### src/rtl/phase_delay_pkg.sv
package phase_delay_pkg;

    // Load/clear strobes shared by every stage of the chain.
    typedef struct packed {
        logic clear;
        logic load;
    } stage_ctrl_t;

    // Width of a counter that spans n phases (at least one bit).
    function automatic int ctr_width(input int n);
        return (n > 1) ? $clog2(n) : 1;
    endfunction

endpackage

### src/rtl/phase_seq.sv
module phase_seq
    import phase_delay_pkg::*;
#(
    parameter int                 PHASES     = 1,
    parameter logic [PHASES-1:0]  PHASE_MASK = '1,
    localparam int                PW         = ctr_width(PHASES)
) (
    input  logic          clk,
    input  logic          rst,
    output logic [PW-1:0] phase_q,
    output logic          hit
);
    localparam logic [PW-1:0] LAST = PW'(PHASES - 1);

    generate
        if (PHASES > 1) begin : g_count
            always_ff @(posedge clk) begin
                if (rst)                  phase_q <= '0;
                else if (phase_q == LAST) phase_q <= '0;
                else                      phase_q <= phase_q + 1'b1;
            end
        end else begin : g_single
            always_ff @(posedge clk) phase_q <= '0;
        end
    endgenerate

    // The leftmost (most significant) bit of the mask belongs to phase 0.
    always_comb hit = PHASE_MASK[PHASES - 1 - int'(phase_q)];

endmodule

### src/rtl/load_ctrl.sv
module load_ctrl
    import phase_delay_pkg::*;
#(
    parameter bit USE_ENA  = 1'b1,
    parameter bit USE_SCLR = 1'b1
) (
    input  logic        ena,
    input  logic        sclr,
    input  logic        hit,
    output stage_ctrl_t ctl
);
    logic ena_eff;

    generate
        if (USE_ENA) begin : g_ena
            assign ena_eff = ena;
        end else begin : g_no_ena
            logic ena_unused;
            assign ena_unused = ena;
            assign ena_eff    = 1'b1;
        end

        if (USE_SCLR) begin : g_clr
            assign ctl.clear = sclr;
        end else begin : g_no_clr
            logic sclr_unused;
            assign sclr_unused = sclr;
            assign ctl.clear   = 1'b0;
        end
    endgenerate

    assign ctl.load = ena_eff & hit;

endmodule

### src/rtl/delay_stage.sv
module delay_stage
    import phase_delay_pkg::*;
#(
    parameter int             W       = 8,
    parameter logic [W-1:0]   RST_VAL = '0
) (
    input  logic        clk,
    input  logic        rst,
    input  stage_ctrl_t ctl,
    input  logic [W-1:0] d,
    output logic [W-1:0] q
);
    always_ff @(posedge clk) begin
        if (rst || ctl.clear) q <= RST_VAL;
        else if (ctl.load)    q <= d;
    end
endmodule

### src/rtl/phase_delay_line.sv
module phase_delay_line
    import phase_delay_pkg::*;
#(
    parameter int  INT_BITS      = 4,
    parameter int  FRAC_BITS     = 4,
    parameter int  STAGES        = 2,
    parameter int  PHASES        = 1,
    parameter logic [PHASES-1:0] PHASE_MASK = '1,
    parameter bit  USE_ENA       = 1'b1,
    parameter bit  USE_SCLR      = 1'b1,
    parameter bit  RESET_NONZERO = 1'b0,
    parameter logic [INT_BITS+FRAC_BITS-1:0] RESET_VALUE = '0
) (
    input  logic                          clk,
    input  logic                          rst,
    input  logic [INT_BITS+FRAC_BITS-1:0] din,
    input  logic                          ena,
    input  logic                          sclr,
    output logic [INT_BITS+FRAC_BITS-1:0] dout
);
    localparam int           W    = INT_BITS + FRAC_BITS;
    localparam int           PW   = ctr_width(PHASES);
    localparam logic [W-1:0] RSTV = RESET_NONZERO ? RESET_VALUE : '0;

    generate
        if (STAGES < 1) begin : g_bad_depth
            $fatal(1, "phase_delay_line: STAGES must be at least 1");
        end
    endgenerate

    logic [PW-1:0]         phase_q;
    logic                  phase_hit;
    stage_ctrl_t           ctl;
    logic [STAGES:0][W-1:0] tap;

    phase_seq #(.PHASES(PHASES), .PHASE_MASK(PHASE_MASK)) u_seq (
        .clk     (clk),
        .rst     (rst),
        .phase_q (phase_q),
        .hit     (phase_hit)
    );

    load_ctrl #(.USE_ENA(USE_ENA), .USE_SCLR(USE_SCLR)) u_ctl (
        .ena  (ena),
        .sclr (sclr),
        .hit  (phase_hit),
        .ctl  (ctl)
    );

    assign tap[0] = din;

    generate
        for (genvar k = 0; k < STAGES; k++) begin : g_stage
            delay_stage #(.W(W), .RST_VAL(RSTV)) u_stage (
                .clk (clk),
                .rst (rst),
                .ctl (ctl),
                .d   (tap[k]),
                .q   (tap[k+1])
            );
        end
    endgenerate

    assign dout = tap[STAGES];

endmodule

### config.mk
export PLATFORM = sky130hd
export DESIGN_NAME = phase_delay_line
export DESIGN_NICKNAME = d
export VERILOG_FILES = /design/src/rtl/phase_delay_pkg.sv /design/src/rtl/phase_seq.sv /design/src/rtl/load_ctrl.sv /design/src/rtl/delay_stage.sv /design/src/rtl/phase_delay_line.sv
export SDC_FILE = /design/constraint.sdc
export NUM_CORES = 1
export LEC_CHECK = 0
export BUFFER_PORTS_ARGS = -buffer_cell sky130_fd_sc_hd__buf_2
export CORE_UTILIZATION = 44
export CTS_CLUSTER_DIAMETER = 50
export CTS_CLUSTER_SIZE = 30
export DETAILED_ROUTE_END_ITERATION = 8
export GPL_ROUTABILITY_DRIVEN = 1
export PLACE_DENSITY = 0.72
export SKIP_CTS_REPAIR_TIMING = 1
export SLEW_MARGIN = 10
export SYNTH_ARGS = -nofsm -noshare
export SYNTH_HDL_FRONTEND = slang
export SYNTH_SLANG_ARGS = --single-unit
### constraint.sdc
create_clock -name clk -period 0.8 [get_ports clk]
set_input_delay 0.08 -clock clk [delete_from_list [all_inputs] [get_ports clk]]
set_output_delay 0.08 -clock clk [all_outputs]
set_load 0.05 [all_outputs]
==> summary.md <==
| Metric | Value |
|---|---|
| Grt met2 use | `20.8%` |
| Most used DFF post-synth | `dfxtp_1` |
| Switching share of power | `between 20% and 30%` |
| First-pass GRT wire length | `between 1000 and 1500 um` |
| Worst EP required | `0.72 ns` |
| CP Capture Type | `output pin` |
| HP Class | `in -> reg` |
| Cell count after placement | `84` |
| Worst Skew | `0.00322 ns` |
| CTS tree | `done` |
| GR Overflow Total | `0` |
| Total internal power | `approximately 1.1 mW` |
| Worst hold start | `din[2]` |
| CP Launch Type | `flip-flop` |
| GR Util met1 | `roughly a fifth` |
| Worst setup margin | `-0.0661 ns` |
| Critical path arrival | `~0.79 ns` |
| Yosys top cell area share | `55.1%` |
| I/O pin count | `20` |
| Hold Path End | `g_stage[0].u_stage.q[2]` |
| Initial antenna violation count | `0` |
| Synth top area cells | `dfxtp_1 (55%), mux2i_1 (28%), nor2_1 (10%)` |
| Hpwl dp | `688 um` |
| Chip height | `roughly 38 um` |
| Yosys Warn Count | `0` |
| Dominant cell type by area after synthesis | `dfxtp_1` |
| Setup slack, reg-to-reg | `about 0.15 ns` |
| Critical path cell sequence | `buf_8` |
| Vias in the first global route | `roughly 340` |
| Flop pwr share | `around 60%` |
| Syn_nets | `65` |
| Share of layout cells above drive strength 1 | `approximately 44%` |
| Vias/cell | `4.72` |
| Cells after Synth | `53` |
| Status | `finished, violations left` |
| Setup violators final | `8` |
| Rows | `12` |
| Buf/Inv on CP | `1` |
| Worst R2R Path Depth | `2` |
| Delay of the slowest critical-path stage | `0.36 ns` |
| H-tree depth | `1` |
| ANT nets after route | `0` |
| Largest register FFs | `16` |
| FF+latch count, synth | `16` |
| Ys async rst share | `0%` |
| P_leak | `approximately 0.38 nW` |
| Post-Syn Area | `around 580 um^2` |
| Clock network fraction of total power | `between 20% and 30%` |
| RR Startpoint | `g_stage[1].u_stage.q[5]` |
| CP Class | `reg -> out` |
| Worst hold slack | `roughly 0.036 ns` |
| Nets | `87` |
| Synthesized area per cell | `11.0 um^2` |
| Layout fillers | `just over 90` |
| Net Sw Power | `305 uW` |
| RSZ-0062 raised after global routing | `yes` |
| Final Non-Filler Cells | `just under 90` |
| Sequential-to-total area share from yosys stat | `between 50% and 60%` |
| Initial Utilization | `49.7%` |
| Root Driver | `clkbuf_4` |
| Slowest CP cell | `dfxtp_2` |
| Largest Register | `g_stage.u_stage.q` |
| Final core utilization | `around 70%` |
| Worst vdd ir | `between 1000 and 1500 uV` |
| Hold depth | `3` |
| Largest delay share family, worst path | `flip-flops` |
| Core ar. | `0.00117 mm^2` |
| Reg-to-reg endpoint | `g_stage[1].u_stage.q[5]` |
| Worst-skew pair later-pin latency | `around 0.28 ns` |
| Die area | `about 0.0015 mm^2` |
| Crit path max fanout | `2` |
| DP Area | `a little over 700 um^2` |
| ANT cells | `0` |
| EDFF count, synth | `0` |
| Failing checks | `negative setup slack` |
| CTS sink count | `16` |
| Via count | `411` |
| Rel. slew slack | `67.5%` |
| Max clock buf depth | `2` |
| Fmax | `about 1200 MHz` |
| Yosys cell types | `7` |
| Total GRT Usage | `approximately 15%` |
| Max-cap violations | `0` |
| Power Density | `between 1500 and 2000 mW/mm^2` |
| DR pass1 iterations | `2` |
| Busiest grt layer | `met2` |
| Avg WL per Cell | `~11 um` |
| Num CTS Buffers | `3` |
| Fin. Hold Viols | `0` |
| DR iter-0 viols | `2` |
| Fin crit period | `a little under 0.9 ns` |
| Regs by FF count | `g_stage.u_stage.q x16` |
| Horiz. Die Dim | `between 30 and 40 um` |
| Gpl congestion | `0.709` |
| Worst slack, placed | `-0.0653 ns` |
| DRC viols | `0` |
| Clock slew at reported path FFs | `0.09 ns` |
| Worst Max-Slew Pin Slew | `between 0.4 and 0.5 ns` |
| Slew Limit Fails | `0` |
| Finished Cell Area | `805 um^2` |
| Commonest cells in the netlist | `dfxtp_1 (16), mux2i_1 (16), nor2_1 (16)` |
| IO Port Bufs | `19` |
| Largest net degree at the start of global routing | `17` |
| Total Wirelength | `a little under 1000 um` |
| Met3 Use GR | `about 5.2%` |
| Combinational share of power | `between 10% and 20%` |
| Area delta synth->final | `38.3%` |
| Final period utilization | `108%` |
## how the worst max path moves through the flow
stage | depth (start not counted) | slack [ns] | end | startpoint
after detailed placement | 3 | -0.07 | g_stage[0].u_stage.q[0] | sclr
after floorplan | 4 | 0.08 | g_stage[1].u_stage.q[0] | ena
after global placement | 3 | -0.02 | g_stage[1].u_stage.q[1] | sclr
after global routing | 1 | -0.09 | dout[2] | g_stage[1].u_stage.q[2]
final | 1 | -0.07 | dout[2] | g_stage[1].u_stage.q[2]
after CTS | 1 | -0.16 | dout[3] | g_stage[1].u_stage.q[3]
## stage by stage
step | power (mW) | TNS (ns)
finish | 1.37 | -0.417
global route | 1.44 | -0.658
CTS | 1.38 | -1.21
detailed placement | 0.979 | -0.334
global placement | 0.976 | -0.184
floorplan | 0.932 | 0
## cells by family after synthesis
family / count (synthesis) / share of synthesized area (%)
and+or+nand+nor: 17 / 11.4
muxes: 16 / 27.5
DFF: 16 / 55.1
buffers and inverters: 4 / 6.02
## routing by layer
layer	wire, um	part of all wire, %	vias up
li1	-	-	212
met1	459	48	185
met2	430	45	12
met3	54	5.6	2
met4	16	1.7	0
met5	0	0	-
## power by group through the flow
| stage | sequential [mW] | clock (mW) | combinational (mW) |
|---|---|---|---|
| 6_report | 0.822 | 0.404 | 0.144 |
| 5_1_grt | 0.825 | 0.453 | 0.158 |
| 4_1_cts | 0.821 | 0.423 | 0.140 |
| 3_5_place_dp | 0.839 | 0 | 0.140 |
| 3_3_place_gp | 0.838 | 0 | 0.138 |
| 2_1_floorplan | 0.849 | 0 | 0.0825 |
## area by class of cell
| class | instances | area [um^2] | area share, % |
|---|---|---|---|
| Multi-Input combinational cell | 33 | 226 | 28.1 |
| Sequential cell | 16 | 330 | 41.1 |
| Clock buffer | 3 | 22.5 | 2.80 |
| Tap cell | 14 | 17.5 | 2.18 |
| Timing Repair Buffer | 21 | 208 | 25.8 |
## cell usage in the layout (no fill, tap or decap)
master    count
buf_6         2
buf_8         6
mux2i_1      16
clkbuf_4      3
nor2_1       16
or2_1         1
buf_12        2
dfxtp_1       8
dfxtp_2       8
buf_2        11
Power figures use the tool's default switching activity.
